[src/rtl/wsg_pkg.sv]
`timescale 1ns/1ps
package wsg_pkg;
  localparam int STATE_W = 2;
  localparam int CTRL_W  = 2;
  localparam int OUT_W   = 2;
  localparam int ADDR_W  = STATE_W + CTRL_W;
  localparam int WORD_W  = STATE_W + OUT_W;
  localparam int DEPTH   = 1 << ADDR_W;

  localparam logic [STATE_W-1:0] PH_IDLE  = 2'b00;
  localparam logic [STATE_W-1:0] PH_WAIT  = 2'b01;
  localparam logic [STATE_W-1:0] PH_DONE  = 2'b10;
  localparam logic [STATE_W-1:0] PH_SPARE = 2'b11;

  // word layout: {next phase, ret, ack}
  function automatic logic [WORD_W-1:0] wsg_entry(input logic [ADDR_W-1:0] a);
    logic [STATE_W-1:0] ph;
    logic               rq;
    logic               pw;
    logic [STATE_W-1:0] nxt;
    logic               r;
    logic               k;
    ph  = a[ADDR_W-1:CTRL_W];
    rq  = a[1];
    pw  = a[0];
    nxt = PH_IDLE;
    r   = 1'b0;
    k   = 1'b0;
    case (ph)
      PH_IDLE: begin
        if (!rq) begin
          nxt = PH_WAIT;
          r   = 1'b1;
        end
      end
      PH_WAIT: begin
        if (pw) begin
          nxt = PH_DONE;
          k   = 1'b1;
        end else begin
          nxt = PH_WAIT;
          r   = 1'b1;
        end
      end
      default: nxt = PH_IDLE;
    endcase
    return {nxt, r, k};
  endfunction
endpackage

[src/rtl/wsg_rom.sv]
`timescale 1ns/1ps
module wsg_rom
  import wsg_pkg::*;
(
  input  logic [ADDR_W-1:0] addr,
  output logic [WORD_W-1:0] data
);
  logic [WORD_W-1:0] table_q [DEPTH];

  for (genvar i = 0; i < DEPTH; i++) begin : g_entry
    assign table_q[i] = wsg_entry(ADDR_W'(i));
  end

  assign data = table_q[addr];
endmodule

[src/rtl/wsg_state_reg.sv]
`timescale 1ns/1ps
module wsg_state_reg #(
  parameter int W = 2
) (
  input  logic         clk,
  input  logic         rst,
  input  logic         en,
  input  logic [W-1:0] d,
  output logic [W-1:0] q
);
  always_ff @(posedge clk or posedge rst) begin
    if (rst)     q <= '0;
    else if (en) q <= d;
  end

  // disabled register holds
  p_hold_when_idle_r6: assert property (@(posedge clk) disable iff (rst)
    !en |=> $stable(q));
endmodule

[src/rtl/wsg_top.sv]
`timescale 1ns/1ps
module wsg_top
  import wsg_pkg::*;
(
  input  logic clk,
  input  logic rst,
  input  logic step_en,
  input  logic req,
  input  logic pwait,
  output logic ret,
  output logic ack
);
  logic [STATE_W-1:0] phase_q;
  logic [ADDR_W-1:0]  tbl_addr;
  logic [WORD_W-1:0]  tbl_word;
  logic [STATE_W-1:0] phase_d;

  assign tbl_addr = {phase_q, req, pwait};

  wsg_rom u_rom (
    .addr (tbl_addr),
    .data (tbl_word)
  );

  assign phase_d = tbl_word[WORD_W-1:OUT_W];
  assign ret     = tbl_word[1];
  assign ack     = tbl_word[0];

  wsg_state_reg #(.W(STATE_W)) u_phase (
    .clk (clk),
    .rst (rst),
    .en  (step_en),
    .d   (phase_d),
    .q   (phase_q)
  );

  // handshake outputs exclusive
  p_ret_ack_excl_r4: assert property (@(posedge clk) disable iff (rst)
    !(ret && ack));

  // an enabled acknowledge moves to the done phase
  p_ack_to_done_r4: assert property (@(posedge clk) disable iff (rst)
    (step_en && ack) |=> (phase_q == PH_DONE));

  // done phase returns to idle on an enabled edge
  p_done_to_idle_r5: assert property (@(posedge clk) disable iff (rst)
    (step_en && phase_q == PH_DONE) |=> (phase_q == PH_IDLE));

  // spare phase is never reached
  p_no_spare_r9: assert property (@(posedge clk) disable iff (rst)
    phase_q != PH_SPARE);
endmodule

[config.mk]
export PLATFORM = sky130hd
export DESIGN_NAME = wsg_top
export DESIGN_NICKNAME = d
export VERILOG_FILES = /design/src/rtl/wsg_pkg.sv /design/src/rtl/wsg_rom.sv /design/src/rtl/wsg_state_reg.sv /design/src/rtl/wsg_top.sv
export SDC_FILE = /design/constraint.sdc
export NUM_CORES = 1
export LEC_CHECK = 0
export BUFFER_PORTS_ARGS = -buffer_cell sky130_fd_sc_hd__buf_2
export CAP_MARGIN = 20
export CORE_AREA = 2 2 39 41
export CTS_CLUSTER_DIAMETER = 50
export CTS_CLUSTER_SIZE = 28
export DETAILED_ROUTE_END_ITERATION = 8
export DIE_AREA = 0 0 41 43
export PLACE_DENSITY = 0.3
export RECOVER_POWER = 25
export SYNTH_ARGS = -nofsm -noshare
export SYNTH_HDL_FRONTEND = slang
export SYNTH_SLANG_ARGS = --single-unit
[constraint.sdc]
create_clock -name clk -period 1 [get_ports clk]
set_input_delay 0.1 -clock clk [delete_from_list [all_inputs] [get_ports clk]]
set_output_delay 0.1 -clock clk [all_outputs]
set_load 0.005 [all_outputs]
### Word level (Yosys, flattened, before mapping)

Memories as Yosys holds them, arrays and structs flattened.
Index checks and enable logic that the tools add are counted.

| cells by class | value |
|---|---|
| $lt $le $gt $ge | 1 |
| multiplexer cells | 2 |
| bitwise gates (word level) | 1 |

Operators with widths:

| cell | count |
|---|---|
| 4-bit two-way mux | 2 |
| 5-bit >= comparator (second input constant) | 1 |
| 4-bit inverter with 5-bit output | 1 |

| word-level totals | value |
|---|---|
| bits in registers | 2 |
| memory bits (read-only) | 64 |
| input bits | 5 |
| output and inout bits | 2 |
| logic and storage cells | 6 |
| memories kept | 1 |

Memories:

| memory | words | width | rd ports | clocked after memory_dff | write ports | RTL line | RTL |
|---|---|---|---|---|---|---|---|
| (name not given) | 16 | 4 | 1 | 0 | 0 | wsg_rom.sv:14 | `assign data = table_q[addr];` |

### Logic depth before layout (Yosys ltp)

Gate-level depths: netlist of run 1.

| depth | value |
|---|---|
| word-level depth | 4 |
| mapped depth | 2 |
| depth with buffers taken out | 2 |

### Cells and area by module

Synthesis of run 1 repeated with hierarchy kept, for this count alone.

| unflattened totals | value |
|---|---|
| cells, all modules | 11 |
| area, all modules | 112.6 um^2 |

Modules (own cells, without submodules):

| module | instances | cells an instance | area each (um^2) | seq. area each (um^2) |
|---|---|---|---|---|
| wsg_state_reg | 1 | 5 | 76.3 | 50.0 |
| wsg_rom | 1 | 6 | 36.3 | 0.0 |

### Worst setup path before layout of run 1

OpenSTA, ideal clock, no wires.

| timing path | value |
|---|---|
| path kind | reg-to-reg |
| start | reg u_phase.q[0] |
| end | reg u_phase.q[0] |
| setup time | 0.124 ns |
| arrival | 0.760 ns |
| required time | 0.876 ns |
| slack | 0.116 ns |
| cell stages (with the launch flop) | 3 |
| path buffers | 0 |
| clock period less this slack | 0.884 ns |
| cells stage by stage | dfrtp_1 nor2b_1 a211o_1 |

| between the ends | value |
|---|---|
| cells in the longest elaborated chain, start to end | 4 |

Ends and longest elaborated chain:

| what | RTL line | RTL |
|---|---|---|
| start: declaration | wsg_state_reg.sv:9 | `output logic [W-1:0] q` |
| start signal: assignment | wsg_state_reg.sv:12 | `if (rst) q <= '0;` |
| start signal: assignment | wsg_state_reg.sv:13 | `else if (en) q <= d;` |
| 4-bit inverter with 5-bit output (implied by the code) | wsg_rom.sv:14 |  |
| memory read 16 x 4 bit | n/a |  |
| 4-bit two-way mux (implied by the code) (2 in series) | wsg_rom.sv:14 |  |

No other way between the ends. The select of a mux whose other input is x is not followed.
A chain may end at the register's enable or synchronous reset.

### Worst setup path after layout of run 1

| timing path | value |
|---|---|
| start | reg u_phase.q[0] |
| end | out ret |

| between the ends | value |
|---|---|
| cells in the longest elaborated chain, start to end | 4 |

Ends and longest elaborated chain:

| what | RTL line | RTL |
|---|---|---|
| 4-bit inverter with 5-bit output (implied by the code) | wsg_rom.sv:14 |  |
| memory read 16 x 4 bit | n/a |  |
| 4-bit two-way mux (implied by the code) (2 in series) | wsg_rom.sv:14 |  |
| end: declaration | wsg_top.sv:10 | `output logic ret,` |

No other way between the ends. The select of a mux whose other input is x is not followed.

==> impl_summary.md, run 1 <==
Run status
The run finished, with violations left. The final reports fail on negative setup slack.

Worst setup path
The worst setup path is launched from a flip-flop. By startpoint and endpoint, the worst setup path is classified as reg -> out. The arrival time at the worst endpoint is roughly 0.95 ns. In this run the worst path has a maximum fanout of 4. The critical path capture point type is an output port. The required time at the endpoint of the critical path is 0.90 ns.

Power
The power density over cell area is approximately 2200 nW/µm². The power consumption is ~0.5 mW. The switching share of power is 0.298. The total net switching power is 0.150 mW. The peak ir drop on the vdd network is about 0.00077 V.

The leakage power total is ~0.11 nW. The share of total power dissipated in the clock network is 0.348. The part of the total power dissipated in combinational logic is 0.367. The internal power of the cells totals 0.355 mW.

Of the total power, registers draw 0.285.

STA
The number of pins exceeding their max-slew limit in the final report is 0. The final worst clock skew is around 0.0026 ns. Adding up every negative setup slack in the final design gives -0.0866 ns. The hold violation total from the final report is 0. Setup repair after global routing could not meet its margin everywhere. Based on the critical path, the design can be clocked at up to 951 MHz. The final-report setup violation count is 2. The max-slew headroom at the worst pin is 0.867.

The clock period minus final worst setup slack is between 1 and 1.5 ns. The worst-margin pin slew is approximately 0.2 ns. The least setup slack across all paths after layout is -0.0515 ns. The final-layout worst hold slack is between 0.1 and 0.15 ns. The share of the clock period used by the worst path is 1.05.

Logic synthesis
Yosys printed 0 warnings. Synthesis handed over a netlist of 13 instances. The fraction of registers with async set or reset after synthesis is 1.00. The synthesized design contains 0 enable-type register cells.

The post-synthesis cell type count is 10. Counting instances in the post-synthesis netlist gives the leading cell types as dfrtp_1, nor2_1, nor2b_1. Synthesis produced a netlist with a net count of 18. After synthesis the netlist holds a flip-flop and latch count of 2. The predominant post-synthesis flop cell is dfrtp_1.

The largest area contributor in the netlist is dfrtp_1. The post-synthesis instance area is between 100 and 150 µm². In the post-synthesis netlist, the biggest area contributors are dfrtp_1, nor4b_2, nor2b_1. Dividing the synthesized area by the synthesized cell count gives about 9.5 µm².

The share of synthesized area in the top cell type comes to 0.404. The sequential element share of the synthesized area is 0.404.

Floorplan
The initial utilization of the core area, before any placement, comes to 0.0895. The floorplan step set the die width to 41 µm. The die outline height is 43 µm. After floorplanning, the core was divided into 14 placement rows. The floorplan step defined a core boundary enclosing 1380 µm². The floorplan step defined a die boundary enclosing roughly 1800 µm². The I/O pin count is 7.

Finish
The antenna diode count is 0. Compared with the post-synthesis result, the final layout area differs by 83.8%. For this run, the share of the core covered by cells in the final layout is 0.165. Of the cells placed in the final design, the portion with a size suffix greater than 1 is 0.560.

In the final layout, the registers with the most flip-flops are u_phase.q (2). The number of inserted filler cells in the final layout is around 150. u_phase.q holds more flip-flops than any other register. At the end of the flow, the number of nets in the layout was 32. The number of flip-flops under the largest register name is 2.

Routing
The count of nets left with antenna violations after detail routing is 0. Dividing the detail-routed wire length by the instance count gives 7.34 µm. The total via count after detailed routing is about 140. The remaining routing DRC violations is 0. The via density per instance is about 3.3. The post-detailed-routing wire length is roughly 300 µm.

The count of routing violations after the opening detailed-route iteration is 2. The first detailed-routing pass took 2 iterations.

CTS
The clock latency reported for the late side of the worst-skew pair is about 0.22 ns. In this run the number of H-tree levels came out at 1. TritonCTS built the clock tree. Counting the buffers created by CTS gives 3. CTS saw 2 sinks.

The root buffer cell is clkbuf_4. The maximum buffer depth of the clock tree is 2. Clock-pin slew was measured on the worst setup and hold paths at around 0.03 ns.

Global route
The first global-routing pass estimated about 460 µm of wire. Entering global routing, the biggest net connects 5 pins. The overall routing resource usage is 0.0472. The number of global-route vias before repair is ~120.

The initial antenna violation count is 0. The total overflow left after global routing is 0.

Flow run
The count of maximum capacitance violations is 0.

Placement
Port buffering added 6 buffers. The routability-driven placement congestion ratio is between 0.5 and 0.6.

Worst hold path
In this run the worst hold path is classified as in -> reg.
==> critical path, stage by stage, from the launching register on <==
cell and delay, ns:
dfrtp_2 0.42, nor2b_1 0.14, a211oi_2 0.04, buf_2 0.12
==> layout by cell type (no fill, tap or decap), drive strengths merged <==
| cell | netlist | layout |
|---|---|---|
| dfrtp | 2 | 2 |
| a211o | 1 | 1 |
| clkbuf | 0 | 3 |
| dlygate4sd3 | 0 | 1 |
| nand3 | 1 | 1 |
| mux2i | 1 | 1 |
| nor2b | 2 | 2 |
| a211oi | 1 | 1 |
| nor2 | 2 | 2 |
| nand2 | 1 | 1 |
| inv | 1 | 1 |
| buf | 0 | 8 |
| nor4b | 1 | 1 |
==> power by group through the flow <==
stage	Clock [mW]	Combinational (mW)	Sequential, mW
6_report	0.176	0.185	0.144
5_1_grt	0.198	0.206	0.147
4_1_cts	0.189	0.187	0.142
3_5_place_dp	0	0.115	0.155
3_3_place_gp	0	0.113	0.151
2_1_floorplan	0	0.0725	0.147
==> cell families after synthesis <==
family | after synthesis | share of synthesized area
buffers and inverters | 1 | 0.0303
flip-flops | 2 | 0.404
AND/OR/NAND/NOR | 7 | 0.353
multiplexers | 1 | 0.0808
AO/OA/AOI/OAI | 2 | 0.131
==> metal layers <==
metal  GRT usage  wire length (µm)
met2      0.0438               103
met4      0.0600                 0
met5           0                 0
met1      0.0482               162
met3      0.0471                35
==> path summary, 6_finish.rpt <==
check,end,start,slack (ns),cells past startpoint
worst min-delay path,u_phase.q[1],step_en,0.11,2
min in group asynchronous,u_phase.q[1],rst,0.26,3
worst min register to register,u_phase.q[1],u_phase.q[1],0.64,2
max in group asynchronous,u_phase.q[0],rst,0.61,3
worst max register to register,u_phase.q[0],u_phase.q[0],-0.04,3
worst max-delay path,ret,u_phase.q[0],-0.05,3
==> through the flow <==
stage / std cells / setup slack [ns] / area, µm²
global placement: 35 / 0.0850 / 174
floorplan: 13 / 0.116 / 124
detailed placement: 35 / 0.0614 / 174
global route: 41 / -0.0852 / 228
finish: 41 / -0.0515 / 228
CTS: 41 / -0.0605 / 228
==> repair_timing <==
item,CTS,global route
resized for setup,2,0
pin swaps,1,0
gates cloned,0,0
hold buffers,1,0
endpoints found under the hold margin,2,0
endpoints found under the setup margin,2,3
buffers inserted,2,0
==> cell type report <==
type                            instances  area (µm²)  area share
Clock buffer                            3        22.5      0.0989
Multi-Input combinational cell         10        75.1       0.330
Inverter                                1        3.75      0.0165
Timing Repair Buffer                    9        55.1       0.242
Tap cell                               16        20.0      0.0879
Sequential cell                         2        51.3       0.225
Power figures use the tool's default switching activity.
==> inputs of run 2 (changes only) <==
==> constraint.sdc (replaced) <==
create_clock -name clk -period 1 [get_ports clk]
set_input_delay 0.2 -clock clk [delete_from_list [all_inputs] [get_ports clk]]
set_output_delay 0.2 -clock clk [all_outputs]
set_load 0.005 [all_outputs]
==> run 2 against run 1 <==
Effect of this change: the run still ends with negative setup slack left; combinational power up 45%; utilization rose by 1.9 points; first-iteration DRC count down 100%; critical path depth shrank 1; maximum frequency is 10% lower; clock power about the same; wire length grew 10%; cell area increased by 12%; hold slack better by 0.11 ns; via count rose by 6.7%.
==> impl_summary.md, run 2 (synthesis gave the netlist of run 1 again) <==
Placement
The setup slack after placement is -0.0198 ns (-0.0812 ns). The placed instance count came to 36 (+2.9%). The instance area after placement is 181 µm² (+4.3%). The total of buffers placed on input and output ports is 6 (unchanged). Summed over all nets, the half-perimeter wirelength after detailed placement is 235 µm. The routability-driven placement congestion ratio is 0.541 (+4.3%).

Worst setup path
The worst setup path is captured at an output port. The critical path start-end classification is reg -> out. The delay of the slowest critical-path stage was 0.42 ns (about the same).

In this run the critical register-to-register path is launched from u_phase.q[0]. STA classifies the critical path startpoint as a flip-flop. The slack of the worst reg-to-reg path is -0.11 ns (-0.07 ns). The endpoint identified for the worst register-to-register timing path is u_phase.q[0].

The critical path goes through a211oi_1, buf_2. The largest fanout on the critical path is 5 (+1). The critical-path cell with the highest stage delay is dfrtp_2.

The cell count of the worst reg-to-reg path was 4 (+1). The arrival time at the worst endpoint was 0.97 ns (+0.02 ns). The required time at the endpoint of the critical path was 0.80 ns (-0.10 ns).

Worst hold path
The kind of path behind the tightest hold check is in -> reg. The count of cells along the worst hold path is 2 (unchanged). For hold timing, the worst endpoint is u_phase.q[1].

The startpoint identified for the worst hold timing path is step_en.

Global route
The initial antenna violation count is 0 (unchanged). The global route total overflow is 0 (unchanged). The largest net degree at the start of global routing is 6 (+1).

The number of global-route vias before repair is 147 (+20%). The overall routing resource usage is 0.0482 (+0.00100). The first-pass GRT wire length was 503 µm (+8.9%).

STA
The setup TNS came to -0.337 ns (-0.250 ns). Setup repair after global routing could not meet its margin everywhere. The final-report setup violation count is 3 (+1).

The worst-margin pin slew is 0.175 ns (-0.0242 ns). The clock period minus final worst setup slack is 1.17 ns (+0.121 ns). The number of pins exceeding their max-slew limit in the final report was 0 (unchanged). The highest achievable clock rate is 853 MHz (-10%). The final worst clock skew came to 0.000470 ns (-0.00213 ns). The max-slew headroom at the worst pin is 0.883 (+0.0160). The least setup slack across all paths after layout is -0.173 ns (-0.121 ns). The share of the clock period used by the worst path is 1.17 (+0.121). The hold violation total from the final report is 0 (unchanged).

Finish
The number of inserted filler cells in the final layout is 161 (+5.9%). The library cell used most frequently in the layout, excluding fill and tap cells, is buf_2. The filler-free cell count of the finished design is 43 (+4.9%). Ranked by flip-flop count, first place goes to u_phase.q. The library cells used most frequently in the layout, excluding fill and tap cells, are buf_2, clkbuf_4. The largest registers in the layout are u_phase.q (2). The number of flip-flops under the largest register name came to 2 (unchanged).

The area of all placed cells without fillers came to 254 µm² (+12%). The net count reported at finish was 34 (+6.3%). The antenna diode count is 0 (unchanged). The proportion of layout cells with a drive suffix above 1 is 0.556 (-0.00444). Compared with the post-synthesis result, the final layout area differs by 105%.

Floorplan
The die outline height is 43 µm (unchanged). The floorplan die area is 1760 µm² (unchanged). The starting density of the core is 0.0895 (unchanged). The placeable core area was 1380 µm² (unchanged). The width of the chip is 41 µm (unchanged). The I/O pin count is 7 (unchanged). The number of core rows is 14 (unchanged).

Routing
The count of nets left with antenna violations after detail routing is 0 (unchanged). The via density per instance is 3.35 (+1.7%). The remaining routing DRC violations came to 0 (unchanged). The average wire length per cell after detail routing is 7.70 µm (+4.9%).

The count of routing violations after the opening detailed-route iteration is 0 (-2). The post-detailed-routing wire length is 331 µm (+10%). The first-pass detailed-route iteration total is 1 (-1). The total via count after detailed routing was 144 (+6.7%).

Power
The leakage power total came to 0.127 nW (+14%). The power density over cell area was 2320 nW/µm² (+4.4%). The peak ir drop on the vdd network is 0.000440 V (-43%).

Run status
The checks that failed: negative setup slack. The run finished, with violations left.

CTS
The total clock buffers created by CTS was 3 (unchanged). The root buffer cell is clkbuf_4. TritonCTS built the clock tree. The clock sink count is 2 (unchanged).

The maximum buffer depth of the clock tree is 2 (unchanged). The H-tree depth reported by CTS is 1 (unchanged). The clock latency reported for the late side of the worst-skew pair is 0.22 ns (about the same). The register clock-pin slew on the reported worst setup and hold paths was 0.03 ns (about the same).

Flow run
The count of maximum capacitance violations is 0 (unchanged).
-- run 2: how the worst max path moves through the flow --
stage            startpoint            to  slack, ns  cells past startpoint
6_report       u_phase.q[0]           ret      -0.17                      2
2_1_floorplan  u_phase.q[0]           ret       0.09                      2
5_1_grt        u_phase.q[0]           ret      -0.25                      3
3_5_place_dp   u_phase.q[0]  u_phase.q[0]      -0.02                      3
3_3_place_gp   u_phase.q[0]  u_phase.q[0]       0.02                      3
4_1_cts        u_phase.q[0]           ret      -0.18                      3
-- run 2: per-layer routing --
metal	global-route usage	up-vias	part of all wire
met5	0	-	0
met2	0.0531	7	0.43
met3	0.0314	0	0.14
met4	0.0600	0	0
met1	0.0514	63	0.44
li1	-	74	-
-- run 2: layout make-up --
| type | count | area, µm² | share of cell area |
|---|---|---|---|
| Multi-Input combinational cell | 10 | 78.8 | 0.310 |
| Timing Repair Buffer | 11 | 77.6 | 0.305 |
| Sequential cell | 2 | 51.3 | 0.202 |
| Clock buffer | 3 | 22.5 | 0.0887 |
| Tap cell | 16 | 20.0 | 0.0788 |
| Inverter | 1 | 3.75 | 0.0148 |
-- run 2: critical path, delay by kind of cell, from the launching register on --
| family | cells | cell delay [ns] |
|---|---|---|
| AO/OA/AOI/OAI | 1 | 0.19 |
| flip-flops | 1 | 0.42 |
| buffers and inverters | 1 | 0.14 |
-- run 2: repair_timing --
| action | CTS | global route |
|---|---|---|
| hold buffers | 1 | 0 |
| resized for setup | 0 | 4 |
| buffers inserted | 2 | 1 |
| endpoints found under the setup margin | 3 | 4 |
| endpoints found under the hold margin | 2 | 0 |
| pin swaps | 2 | 2 |
-- run 2: metrics by stage --
stage                     power, mW  utilization  hold WS, ns
after floorplan               0.219            -      -0.0588
after global placement        0.289        0.131       0.0496
after detailed placement      0.300        0.131       0.0544
after CTS                     0.530        0.165        0.212
after global routing          0.641        0.184        0.236
final                         0.588        0.184        0.218
-- run 2: where the power goes --
group          internal, mW  switching (mW)  leakage (nW)
registers             0.112          0.0323        0.0241
clock network         0.132          0.0439        0.0138
logic                 0.174          0.0939        0.0888
